File: src/rtl/swbank_pkg.sv
`timescale 1ns/1ps
package swbank_pkg;

  typedef enum logic [2:0] {
    ST_IDLE,
    ST_LOW,
    ST_HIGH,
    ST_SETTLE,
    ST_STROBE,
    ST_WIPE,
    ST_DONE
  } loadState_t;

  // strobes from control to datapath
  typedef struct packed {
    logic load;
    logic shift;
    logic wipe;
  } dpCmd_t;

  // nanoseconds to system cycles, rounded up, never below one
  function automatic int nsToCycles(longint sysHz, longint ns);
    longint c;
    c = (sysHz * ns + 64'd999_999_999) / 64'd1_000_000_000;
    return (c < 1) ? 1 : int'(c);
  endfunction

  function automatic int maxOf(int a, int b);
    return (a > b) ? a : b;
  endfunction

endpackage

File: src/rtl/swbank_datapath.sv
`timescale 1ns/1ps
module swbank_datapath
  import swbank_pkg::*;
#(
  parameter int TOTAL_BITS = 16
) (
  input  logic                  clk,
  input  logic                  rstN,
  input  dpCmd_t                cmd,
  input  logic [TOTAL_BITS-1:0] patternIn,
  output logic                  serDataOut
);

  logic [TOTAL_BITS-1:0] shReg;

  // top bit leaves first; wipe beats load beats shift
  always_ff @(posedge clk or negedge rstN) begin
    if (!rstN)          shReg <= '0;
    else if (cmd.wipe)  shReg <= '0;
    else if (cmd.load)  shReg <= patternIn;
    else if (cmd.shift) shReg <= {shReg[TOTAL_BITS-2:0], 1'b0};
  end

  assign serDataOut = shReg[TOTAL_BITS-1];

  // control never asks for a load and a wipe together
  a_r9_wipe_excludes_load: assert property (@(posedge clk) disable iff (!rstN)
    cmd.wipe |-> !cmd.load);

  // serial line is low in the cycle after a wipe
  a_r7_wipe_zero_data: assert property (@(posedge clk) disable iff (!rstN)
    cmd.wipe |=> !serDataOut);

endmodule

File: src/rtl/swbank_ctrl.sv
`timescale 1ns/1ps
module swbank_ctrl
  import swbank_pkg::*;
#(
  parameter int TOTAL_BITS = 16,
  parameter int HALF_CYC   = 20,
  parameter int SU_CYC     = 30,
  parameter int PW_CYC     = 30,
  parameter int CLR_CYC    = 30
) (
  input  logic   clk,
  input  logic   rstN,
  input  logic   startReq,
  input  logic   clearReq,
  output dpCmd_t cmd,
  output logic   shiftClkQ,
  output logic   latchEnNQ,
  output logic   clearQ,
  output logic   busy,
  output logic   done
);

  localparam int MAX_CYC = maxOf(maxOf(HALF_CYC, SU_CYC), maxOf(PW_CYC, CLR_CYC));
  localparam int CNT_W   = $clog2(MAX_CYC + 1);
  localparam int BIT_W   = $clog2(TOTAL_BITS);

  loadState_t       state;
  logic [CNT_W-1:0] cnt;
  logic [BIT_W-1:0] bitLeft;
  logic             timeUp;

  assign timeUp = (cnt == '0);

  always_comb begin
    cmd       = '0;
    cmd.wipe  = (state == ST_IDLE) && clearReq;
    cmd.load  = (state == ST_IDLE) && startReq && !clearReq;
    cmd.shift = (state == ST_HIGH) && timeUp && (bitLeft != '0);
  end

  always_ff @(posedge clk or negedge rstN) begin
    if (!rstN) begin
      state     <= ST_IDLE;
      cnt       <= '0;
      bitLeft   <= '0;
      shiftClkQ <= 1'b0;
      latchEnNQ <= 1'b1;
      clearQ    <= 1'b0;
    end else begin
      if (!timeUp) cnt <= cnt - 1'b1;
      unique case (state)
        ST_IDLE: begin
          if (clearReq) begin
            state  <= ST_WIPE;
            clearQ <= 1'b1;
            cnt    <= CNT_W'(CLR_CYC - 1);
          end else if (startReq) begin
            state   <= ST_LOW;
            cnt     <= CNT_W'(HALF_CYC - 1);
            bitLeft <= BIT_W'(TOTAL_BITS - 1);
          end
        end
        ST_LOW: if (timeUp) begin
          state     <= ST_HIGH;
          shiftClkQ <= 1'b1;
          cnt       <= CNT_W'(HALF_CYC - 1);
        end
        ST_HIGH: if (timeUp) begin
          shiftClkQ <= 1'b0;
          if (bitLeft == '0) begin
            state <= ST_SETTLE;
            cnt   <= CNT_W'(SU_CYC - 1);
          end else begin
            state   <= ST_LOW;
            cnt     <= CNT_W'(HALF_CYC - 1);
            bitLeft <= bitLeft - 1'b1;
          end
        end
        ST_SETTLE: if (timeUp) begin
          state     <= ST_STROBE;
          latchEnNQ <= 1'b0;
          cnt       <= CNT_W'(PW_CYC - 1);
        end
        ST_STROBE: if (timeUp) begin
          state     <= ST_DONE;
          latchEnNQ <= 1'b1;
        end
        ST_WIPE: if (timeUp) begin
          state  <= ST_DONE;
          clearQ <= 1'b0;
        end
        default: state <= ST_IDLE;
      endcase
    end
  end

  assign busy = (state != ST_IDLE);
  assign done = (state == ST_DONE);

  // run-length counters for the width properties (saturating)
  logic [15:0] hiRun, loRun, sinceFall, leLowRun, clrRun;
  always_ff @(posedge clk or negedge rstN) begin
    if (!rstN) begin
      hiRun <= '0; loRun <= '0; sinceFall <= '0; leLowRun <= '0; clrRun <= '0;
    end else begin
      hiRun     <= shiftClkQ  ? ((&hiRun) ? hiRun : hiRun + 1'b1) : '0;
      loRun     <= !shiftClkQ ? ((&loRun) ? loRun : loRun + 1'b1) : '0;
      sinceFall <= !shiftClkQ ? ((&sinceFall) ? sinceFall : sinceFall + 1'b1) : '0;
      leLowRun  <= !latchEnNQ ? ((&leLowRun) ? leLowRun : leLowRun + 1'b1) : '0;
      clrRun    <= clearQ     ? ((&clrRun) ? clrRun : clrRun + 1'b1) : '0;
    end
  end

  a_r3_high_width: assert property (@(posedge clk) disable iff (!rstN)
    $fell(shiftClkQ) |-> hiRun >= 16'(HALF_CYC));
  a_r3_low_width: assert property (@(posedge clk) disable iff (!rstN)
    $rose(shiftClkQ) |-> loRun >= 16'(HALF_CYC));
  a_r4_latch_high_while_clocking: assert property (@(posedge clk) disable iff (!rstN)
    shiftClkQ |-> latchEnNQ);
  a_r6_strobe_setup: assert property (@(posedge clk) disable iff (!rstN)
    $fell(latchEnNQ) |-> sinceFall >= 16'(SU_CYC));
  a_r6_strobe_width: assert property (@(posedge clk) disable iff (!rstN)
    $rose(latchEnNQ) |-> leLowRun >= 16'(PW_CYC));
  a_r7_clear_width: assert property (@(posedge clk) disable iff (!rstN)
    $fell(clearQ) |-> clrRun >= 16'(CLR_CYC));
  a_r7_clear_quiet: assert property (@(posedge clk) disable iff (!rstN)
    clearQ |-> (latchEnNQ && !shiftClkQ));
  a_r8_idle_quiet: assert property (@(posedge clk) disable iff (!rstN)
    !busy |-> (latchEnNQ && !shiftClkQ && !clearQ));
  a_r8_done_single: assert property (@(posedge clk) disable iff (!rstN)
    done |=> !done);

endmodule

File: src/rtl/swbank_loader.sv
`timescale 1ns/1ps
module swbank_loader
  import swbank_pkg::*;
#(
  parameter int SYS_CLK_HZ    = 200_000_000,
  parameter int NUM_DEV       = 2,
  parameter int SHIFT_MAX_HZ  = 5_000_000,
  parameter int DATA_SETUP_NS = 15,
  parameter int DATA_HOLD_NS  = 35,
  parameter int LE_SETUP_NS   = 150,
  parameter int LE_WIDTH_NS   = 150,
  parameter int CLR_WIDTH_NS  = 150
) (
  input  logic                 clk,
  input  logic                 rstN,
  input  logic                 startReq,
  input  logic                 clearReq,
  input  logic [8*NUM_DEV-1:0] patternIn,
  output logic                 serDataOut,
  output logic                 shiftClkOut,
  output logic                 latchEnNOut,
  output logic                 clearOut,
  output logic                 busy,
  output logic                 done
);

  localparam int TOTAL_BITS = 8 * NUM_DEV;
  localparam int RATE_CYC   = int'((longint'(SYS_CLK_HZ) + 2 * longint'(SHIFT_MAX_HZ) - 1)
                                   / (2 * longint'(SHIFT_MAX_HZ)));
  localparam int HALF_CYC   = maxOf(RATE_CYC, maxOf(nsToCycles(SYS_CLK_HZ, DATA_SETUP_NS),
                                                    nsToCycles(SYS_CLK_HZ, DATA_HOLD_NS)));
  localparam int SU_CYC     = nsToCycles(SYS_CLK_HZ, LE_SETUP_NS);
  localparam int PW_CYC     = nsToCycles(SYS_CLK_HZ, LE_WIDTH_NS);
  localparam int CLR_CYC    = nsToCycles(SYS_CLK_HZ, CLR_WIDTH_NS);

  dpCmd_t cmd;

  swbank_ctrl #(
    .TOTAL_BITS(TOTAL_BITS),
    .HALF_CYC  (HALF_CYC),
    .SU_CYC    (SU_CYC),
    .PW_CYC    (PW_CYC),
    .CLR_CYC   (CLR_CYC)
  ) i_ctrl (
    .clk      (clk),
    .rstN     (rstN),
    .startReq (startReq),
    .clearReq (clearReq),
    .cmd      (cmd),
    .shiftClkQ(shiftClkOut),
    .latchEnNQ(latchEnNOut),
    .clearQ   (clearOut),
    .busy     (busy),
    .done     (done)
  );

  swbank_datapath #(
    .TOTAL_BITS(TOTAL_BITS)
  ) i_datapath (
    .clk       (clk),
    .rstN      (rstN),
    .cmd       (cmd),
    .patternIn (patternIn),
    .serDataOut(serDataOut)
  );

  // data from the datapath holds still while the clock from control is high
  a_r3_data_still_high: assert property (@(posedge clk) disable iff (!rstN)
    shiftClkOut |-> $stable(serDataOut));

endmodule

File: config.mk
export PLATFORM = sky130hd
export DESIGN_NAME = swbank_loader
export DESIGN_NICKNAME = d
export VERILOG_FILES = /design/src/rtl/swbank_pkg.sv /design/src/rtl/swbank_datapath.sv /design/src/rtl/swbank_ctrl.sv /design/src/rtl/swbank_loader.sv
export SDC_FILE = /design/constraint.sdc
export NUM_CORES = 1
export LEC_CHECK = 0
export ABC_AREA = 1
export CAP_MARGIN = 20
export CORE_MARGIN = 1.5
export CORE_UTILIZATION = 55
export DETAILED_ROUTE_END_ITERATION = 10
export PLACE_DENSITY = 0.89
export SYNTH_ARGS = -nofsm -noshare
export SYNTH_HDL_FRONTEND = slang
export SYNTH_SLANG_ARGS = --single-unit
File: constraint.sdc
create_clock -name clk -period 1.8 [get_ports clk]
set_input_delay 0.36 -clock clk [delete_from_list [all_inputs] [get_ports clk]]
set_output_delay 0.36 -clock clk [all_outputs]
set_load 0.05 [all_outputs]
# Yosys cells after proc, flatten, opt, wreduce, memory -nomap -nowiden
# Cells that the tools add are included.
dict set report classes {
  n_addsub 2
  eq_ne 17
  mux 30
  reduce_logical 22
}
# op n
set op_table {}
lappend op_table {{$mux W16} 3}
lappend op_table {{$mux W5} 6}
lappend op_table {{$mux W4} 5}
lappend op_table {{$pmux W5 S4} 1}
lappend op_table {{$mux W3} 6}
lappend op_table {{$pmux W3 S5} 1}
lappend op_table {{$ne A2 B1 Y1 const B} 6}
lappend op_table {{$reduce_and A5 Y1} 2}
lappend op_table {{$eq A3 B3 Y1 const B} 3}
lappend op_table {{$reduce_and A3 Y1} 3}
lappend op_table {{$ne A2 B2 Y1 const B} 4}
lappend op_table {{$pmux W4 S2} 1}
lappend op_table {{$reduce_bool A2 Y1} 4}
lappend op_table {{$eq A3 B2 Y1 const B} 2}
lappend op_table {{$pmux W1 S2} 3}
lappend op_table {{$reduce_bool A3 Y1} 2}
lappend op_table {{$logic_and A1 B1 Y1} 5}
lappend op_table {{$logic_not A5 Y1} 1}
lappend op_table {{$sub A5 B1 Y5 const B} 1}
lappend op_table {{$logic_not A4 Y1} 1}
lappend op_table {{$reduce_bool A4 Y1} 1}
lappend op_table {{$sub A4 B1 Y4 const B} 1}
lappend op_table {{$eq A3 B1 Y1 const B} 1}
lappend op_table {{$logic_not A3 Y1} 1}
lappend op_table {{5 further kinds} 7}
dict set report word_totals {
  reg_bits 31
  inputBits 20
  elab_cells 78
}

# Depth between registers and ports, before layout
# Gate-level depths: netlist (run 1).
dict set report depth {
  ltp_word 6
  ltp_mapped 9
}

# Modules after synthesis
# A second synthesis (run 1) with hierarchy kept.
dict set report unflattened {
  cells_unflattened 251
  hier_area_um2 1873.0
}
# module n_inst cells_each area_each_um2 seq_area_each_um2
set by_module_without_submodules {}
lappend by_module_without_submodules {swbank_ctrl 1 132 1012.2 376.6}
lappend by_module_without_submodules {swbank_datapath 1 119 860.8 400.4}

# Worst setup path after synthesis (run 1)
# Ideal clock, no wire load.
dict set report synth_timing {
  path_kind {register -> output}
  from {register i_ctrl.state[1]}
  to {output port done}
  t_arrival_ns 1.734
  setup_slack_ns -0.294
  path_stages_with_launch 4
  path_cell_list {dfrtp_1 -> inv_2 -> buf_6 -> nor3_1}
}
dict set report synth_between {
  elab_chain_len 1
}
# item line_no
set synth_lines {}
lappend synth_lines {{start, declared} swbank_ctrl.sv:27} ;# loadState_t state;
lappend synth_lines {{start signal, assigned} swbank_ctrl.sv:43} ;# state <= ST_IDLE;
lappend synth_lines {{start signal, assigned} swbank_ctrl.sv:54} ;# state <= ST_WIPE;
lappend synth_lines {{start signal, assigned} swbank_ctrl.sv:58} ;# state <= ST_LOW;
lappend synth_lines {{$eq A3 B3 Y1} swbank_ctrl.sv:98} ;# assign done = (state == ST_DONE);
lappend synth_lines {{end, declared} swbank_loader.sv:24} ;# output logic done
# Every way passes these cells.

# Worst setup path after layout (run 1)
dict set report layout_timing {
  from {register i_ctrl.state[1]}
  to {output port busy}
}
dict set report layout_between {
  elab_chain_len 1
}
# item line_no
set layout_lines {}
lappend layout_lines {{$reduce_bool A3 Y1} swbank_ctrl.sv:97} ;# assign busy = (state != ST_IDLE);
lappend layout_lines {{end, declared} swbank_loader.sv:23} ;# output logic busy,
# Every way passes these cells.

==> impl_metrics.tcl, run 1 <==
set metrics [dict create \
    use_met3_pct 5.05 \
    p_comb_share_pct 54.7 \
    use_met1_pct 27.7 \
    n_antenna_cell 0 \
    fin_crit_sh_pct 94.8 \
    overflow 0 \
    cts_sinks 31 \
    finalClockSkew_ns 0.00290 \
    synth_compound_area_share_pct 6.30 \
    yosysTopAreaCellShare_pct 38.2 \
    synth_xor_xnor_area_share_pct 1.78 \
    crit_required_ns 1.44 \
    cts_root_buf "clkbuf_4" \
    seqCellArea_um2 781 \
    syn2layout_area_growth_pct 18.9 \
    first_pass_iters 4 \
    postLayoutSetupSlackWorst_ns 0.0933 \
    yosys.area_share.simple_pct 38.5 \
    critical-path-top-delay-family "flip-flops" \
    final_cell_mix "nand2_1, nor2_1, inv_1" \
    post-place-cells 335 \
    p_int_mw 1.82 \
    worst_path_largest_cell_delay_ns 0.46 \
    busiest_layer "met2" \
    clock_latency_ns 0.34 \
    ys_seq_elements 31 \
    cpMaxStageDelayCell "dfrtp_2" \
    hp-class "in -> async" \
    nets 322 \
    yosys_warnings 0 \
    tightest_slew_ns 0.392 \
    io_buffers 25 \
    wl_per_cell_um 11.3 \
    synth.area.top_cells "dfrtp_1, nand2_1, nor2_1" \
    ir_drop_v 0.00102 \
    fin_crit_ns 1.71 \
    cts_tree "built" \
    muxShareOfSynthArea_pct 0 \
    avgSynthCellArea_um2 7.31 \
    track_usage_pct 21.7 \
    setup_viol 0 \
    fin_tns_setup_ns 0 \
    routed_wl_um 3920 \
    critical_path.cell_chain "inv_2 > nand2_4 > buf_12" \
    synth_fa_ha_area_share_pct 1.91 \
    ctsLongestPathBuffers 2 \
    synth_top_family_by_area "simple AND/OR/NAND/NOR gates" \
    dieArea_um2 3940 \
    layout-drive-gt1-share_pct 12.7 \
    cp-end-kind "primary output" \
    antenna_found_initial 0 \
    io_pins 26 \
    seqPwrFrac_pct 33.9 \
    grt_first_pass_wirelength_um 6800 \
    powerDensity_nw_per_um2 1460 \
    final_cells 346 \
    path_class "reg -> out" \
    switchingPower_mw 1.59 \
    viasPerCell 5.14 \
    dp_hpwl_um 2730 \
    core-area_um2 3390 \
    final_common_cell "nand2_1" \
    htree_levels 2 \
    synth_area_leader_cell "dfrtp_1" \
    synthesis.instances 269 \
    met2_usage_pct 35.5 \
    ant_nets 0 \
    synthesis.nets 292 \
    via_count 1779 \
    max_freq_mhz 586 \
    p_total_mw 3.41 \
    clkTransAtPathRegs_ns 0.09 \
    placedInstanceArea_um2 2250 \
    first_global_vias 1561 \
    pwr-share-clk_pct 11.3 \
    status "complete, no violations" \
    rsz0062_at_grt "false" \
    chipWidth_um 62.8 \
    p_leak_nw 1.28 \
    final_area_um2 2340 \
    initial_core_util_pct 58.0 \
    nFillCells 267 \
    cts_hold_buf 0 \
    drc 0 \
    first_iter_violations 116 \
    numCtsBuffers 5 \
    synth_seq_area_share_pct 39.5 \
    routabilityCongestion 0.831 \
    worst_setup_path_start_kind "flip-flop" \
    pre_cts_slack_ns 0.0278 \
    rows 21 \
    synthesis.area_um2 1970 \
    grt_max_degree 44 \
    hold_viol_final 0 \
    crit_fanout 11 \
    cp_data_arrival_time_ns 1.35 \
    maxSlewViolCount 0 \
    multiInputGateArea_um2 972 \
    reg2reg_slack_ns 0.18 \
    relSlewSlack_pct 73.9 \
    die_h_um 62.8 \
    drv_cap 0 \
    critPathBufInv 2 \
    synth_cell_type_count 30 \
    switching_share_pct 46.5 \
]
==> worst register-to-register path: stages (launching register included) <==
cell and delay, ns:
dfrtp_1 0.42, inv_1 0.07, ha_1 0.24, nand3_4 0.17, buf_4 0.19, o21ai_0 0.22
nand2_1 0.10, nand2_1 0.07, nand2_1 0.05
==> cells by family (layout without fill, tap and decap cells) <==
group           Yosys count  in the layout
compound gates           23             23
xor+xnor                  4              4
simple gates            162            162
flops                    31             31
fa+ha+maj                 3              3
buf+inv                  46             77
==> sequential cells by signal, summed over array words and instances (netlist names) <==
register          count
i_datapath.shReg     16
i_ctrl.cnt            5
i_ctrl.bitLeft        4
i_ctrl.state          3
i_ctrl.clearQ         1
i_ctrl.latchEnNQ      1
i_ctrl.shiftClkQ      1
==> cell type report <==
| class | instances | share of cell area, % |
|---|---|---|
| well taps | 46 | 2.46 |
| inverters | 33 | 5.30 |
| multi-input cells | 192 | 41.6 |
| flip-flops and latches | 31 | 33.4 |
| repair buffers | 36 | 15.2 |
| clock buffers | 8 | 2.09 |
==> power by group through the flow <==
stage / logic, mW / registers [mW] / clock network [mW]
floorplan: 1.40 / 1.18 / 0
global placement: 1.76 / 1.15 / 0
detailed placement: 1.83 / 1.16 / 0
CTS: 1.84 / 1.16 / 0.395
global route: 2.13 / 1.19 / 0.433
finish: 1.87 / 1.16 / 0.387
==> metal layers <==
| layer | up-vias | wire length, µm |
|---|---|---|
| met1 | 813 | 1760 |
| met4 | 0 | 72 |
| met5 | - | 0 |
| li1 | 913 | - |
| met2 | 46 | 1860 |
| met3 | 7 | 217 |
==> synth_stat cells (all sizes together) <==
master,instances
nand2,87
nor2,43
inv,33
dfrtp,30
nand4,16
o21ai,13
buf,12
nand3,12
a21oi,7
xor2,4
ha,3
nor3,3
a31o,1
clkbuf,1
dfstp,1
nand3b,1
o211ai,1
o31ai,1
==> path summary, 6_finish.rpt <==
kind,start,endpoint,cells after the start
min in group clk,i_ctrl.bitLeft[3]$_DFFE_PN0P_,i_ctrl.bitLeft[3]$_DFFE_PN0P_,2
setup / recovery,i_ctrl.state[1]$_DFFE_PN0P_,busy,3
setup reg to reg,i_ctrl.cnt[0]$_DFF_PN0_,i_ctrl.cnt[2]$_DFF_PN0_,8
hold reg to reg,i_ctrl.bitLeft[3]$_DFFE_PN0P_,i_ctrl.bitLeft[3]$_DFFE_PN0P_,2
hold / removal,rstN,i_ctrl.bitLeft[2]$_DFFE_PN0P_,2
max in group asynchronous,rstN,i_ctrl.latchEnNQ$_DFFE_PN1P_,2
==> metrics by stage <==
step	util [%]	hold WS [ns]
6_report	69.0	0.407
5_1_grt	69.0	0.437
4_1_cts	67.9	0.414
3_5_place_dp	66.4	0.491
3_3_place_gp	66.4	0.476
2_1_floorplan	-	0.0644
==> repair_timing <==
item,4_1_cts,5_1_grt
buffers inserted,0,3
resized for setup,2,3
hold endpoints to repair,0,0
endpoints found under the setup margin,1,16
pin swaps,0,1
No activity file was read; power rests on OpenSTA's default activity.
==> run 2, diff against run 1 <==
--- a/config.mk
+++ b/config.mk
@@ -8,9 +8,11 @@
 export ABC_AREA = 1
 export CAP_MARGIN = 20
 export CORE_MARGIN = 1.5
-export CORE_UTILIZATION = 55
+export CORE_UTILIZATION = 54
 export DETAILED_ROUTE_END_ITERATION = 10
-export PLACE_DENSITY = 0.89
+export GPL_ROUTABILITY_DRIVEN = 0
+export PLACE_DENSITY = 0.88
 export SYNTH_ARGS = -nofsm -noshare
 export SYNTH_HDL_FRONTEND = slang
+export SYNTH_HIERARCHICAL = 1
 export SYNTH_SLANG_ARGS = --single-unit
==> impl_metrics.tcl, run 2 <==
set metrics [dict create \
    max_freq_mhz 590 \
    status "complete, no violations" \
    largest_reg_flops 16 \
    nets 310 \
    post-cts-setup-buffer-count 0 \
    ctsLongestPathBuffers 2 \
    synthesis.area_um2 1870 \
    final_common_cell "nand2_1" \
    rows 21 \
    synth_cell_type_count 31 \
    setup_viol 0 \
    synth_edf_count 0 \
    io_buffers 25 \
    powerDensity_nw_per_um2 1400 \
    initial_core_util_pct 56.1 \
    numCtsBuffers 5 \
    cp_data_arrival_time_ns 1.98 \
    maxSlewViolCount 0 \
    path_class "reg -> reg" \
    via_count 1710 \
    critPathCapture "i_datapath/shReg[3]$_DFFE_PN0P_" \
    core-area_um2 3340 \
    hp-class "in -> async" \
    yosys_warnings 6 \
    first_global_vias 1471 \
    cts_tree "built" \
    reg2reg_depth 11 \
    worst_path_largest_cell_delay_ns 0.43 \
    die_h_um 61.9 \
    syn2layout_area_growth_pct 23.7 \
    layout-drive-gt1-share_pct 19.0 \
    final_cell_mix "nand2_1, nand3_1, dfrtp_1" \
    r2r_end "i_datapath/shReg[3]$_DFFE_PN0P_" \
    ys_seq_elements 31 \
    routed_wl_um 4060 \
    first_pass_iters 4 \
    p_leak_nw 1.21 \
    top_register "i_datapath/shReg" \
    clock_latency_ns 0.34 \
    finalClockSkew_ns 0.00735 \
    postSynth.asyncResetShare_pct 100 \
    worst_setup_path_start_kind "flip-flop" \
    antenna_found_initial 0 \
    synth_area_leader_cell "dfrtp_1" \
    drc 0 \
    synthTopCellsByCount "nand2_1, dfrtp_1, nand3_1" \
    nFillCells 252 \
    hold_viol_final 0 \
    cpMaxStageDelayCell "dfrtp_1" \
    crit_required_ns 2.08 \
    fin_crit_sh_pct 94.1 \
    final_cells 335 \
    crit_fanout 15 \
    ys.flop_type "dfrtp_1" \
    drv_cap 0 \
    dieArea_um2 3830 \
    grt_first_pass_wirelength_um 6550 \
    cts_sinks 31 \
    clkTransAtPathRegs_ns 0.10 \
    rsz0062_at_grt "false" \
    ant_nets 0 \
    htree_levels 2 \
    first_iter_violations 111 \
    synthesis.instances 251 \
    synthesis.nets 273 \
    tightest_slew_ns 0.414 \
    avgSynthCellArea_um2 7.46 \
    met2_usage_pct 35.9 \
    critical_path_depth 11 \
    wl_per_cell_um 12.1 \
    critical-path-top-delay-family "simple AND/OR/NAND/NOR gates" \
    ir_drop_v 0.000921 \
    track_usage_pct 23.5 \
    n_antenna_cell 0 \
    busiest_layer "met2" \
    dp_hpwl_um 2810 \
    reg2reg_slack_ns 0.11 \
    cp-end-kind "flip-flop" \
    relSlewSlack_pct 72.4 \
    synth.area.top_cells "dfrtp_1, nand2_1, nand3_1" \
    reg.largest.list "i_datapath/shReg (16), i_ctrl/cnt (5), i_ctrl/bitLeft (4)" \
    grt_max_degree 32 \
    rr_startpoint "i_ctrl/cnt[0]$_DFF_PN0_" \
    chipWidth_um 61.9 \
    viasPerCell 5.10 \
    synth_seq_area_share_pct 41.5 \
    fin_crit_ns 1.69 \
    post-place-cells 327 \
    use_met1_pct 31.9 \
    critical_path.cell_chain "inv_1 > ha_1 > nand3_4 > nor2_2 > nand2_2 > inv_1 > nor2_8 > nor2_4 > buf_12 > nand2_1 > nand2_1" \
    synthMostInstantiatedCell "nand2_1" \
    fin_tns_setup_ns 0 \
    io_pins 26 \
    overflow 0 \
    cts_root_buf "clkbuf_4" \
    crit_start "i_ctrl/cnt[0]$_DFF_PN0_" \
    critPathBufInv 3 \
    yosysTopAreaCellShare_pct 40.1 \
    use_met3_pct 6.83 \
]
## run 2: cell types whose count changed after synthesis, moves of 4 or more
cell	delta
inv_1	-14
inv_2	+4
o21ai_0	-6
nand4_1	-12
nor2_2	+4
nor2_1	-29
nand2_1	+17
nand3_1	+21
## run 2: logic make-up after synthesis
| logic type | after synthesis | share of synthesized area [%] |
|---|---|---|
| buffers and inverters | 32 | 8.68 |
| xor gates and xnor gates | 3 | 1.40 |
| AOI/OAI and AO/OA | 19 | 5.88 |
| DFF | 31 | 41.5 |
| adders and majority gates | 2 | 1.34 |
| and+or+nand+nor | 164 | 41.2 |
## run 2: stage by stage
step / worst slack [ns] / total power, mW / area [µm²] / util (%) / hold WS [ns]
after floorplan: 0.0752 / 2.25 / 1870 / - / 0.0644
after global placement: 0.0178 / 2.68 / 2230 / 66.9 / 0.486
after detailed placement: 0.0103 / 2.74 / 2230 / 66.9 / 0.489
after CTS: 0.0567 / 3.23 / 2300 / 69.0 / 0.418
after global routing: 0.00831 / 3.50 / 2320 / 69.4 / 0.441
final: 0.105 / 3.25 / 2320 / 69.4 / 0.412
## run 2: area by class of cell
| type | count | area, µm² | area share [%] |
|---|---|---|---|
| clock buffers | 8 | 68.8 | 2.97 |
| multi-input cells | 188 | 943 | 40.7 |
| flip-flops and latches | 31 | 777 | 33.5 |
| well taps | 46 | 57.6 | 2.48 |
| repair buffers | 38 | 378 | 16.3 |
| inverters | 24 | 92.6 | 4.00 |
## run 2: routing by layer
layer | vias up | wire length, µm
met5 | - | 0
met4 | 0 | 71
met3 | 9 | 195
met2 | 51 | 1940
met1 | 784 | 1850
li1 | 866 | -
## run 2: worst register-to-register path, stage by stage (launching register included)
cell and delay [ns]:
dfrtp_1 0.43, inv_1 0.09, ha_1 0.22, nand3_4 0.10, nor2_2 0.13, nand2_2 0.07
inv_1 0.19, nor2_8 0.06, nor2_4 0.10, buf_12 0.14, nand2_1 0.06, nand2_1 0.06
## run 2: power breakdown
part / switching [mW] / internal [mW]
combinational: 1.06 / 0.671
sequential: 0.151 / 0.898
clock: 0.246 / 0.230
total: 1.46 / 1.80
## run 2: repair_timing
item                       CTS  global route
setup endpoints to repair    6            16
gates resized for setup      1             5
pin swaps                    0             0
hold buffers                 0             0
## run 2: how the worst min path moves through the flow
| stage | startpoint | to | slack, ns | cells after the start |
|---|---|---|---|---|
| 3_5_place_dp | i_ctrl/bitLeft[1]$_DFFE_PN0P_ | i_ctrl/bitLeft[1]$_DFFE_PN0P_ | 0.49 | 2 |
| 2_1_floorplan | rstN | i_ctrl/bitLeft[0]$_DFFE_PN0P_ | 0.06 | 0 |
| 3_3_place_gp | i_ctrl/latchEnNQ$_DFFE_PN1P_ | i_ctrl/latchEnNQ$_DFFE_PN1P_ | 0.49 | 2 |
| 5_1_grt | rstN | i_datapath/shReg[11]$_DFFE_PN0P_ | 0.44 | 2 |
| 6_report | rstN | i_datapath/shReg[15]$_DFFE_PN0P_ | 0.41 | 2 |
| 4_1_cts | rstN | i_datapath/shReg[15]$_DFFE_PN0P_ | 0.42 | 2 |
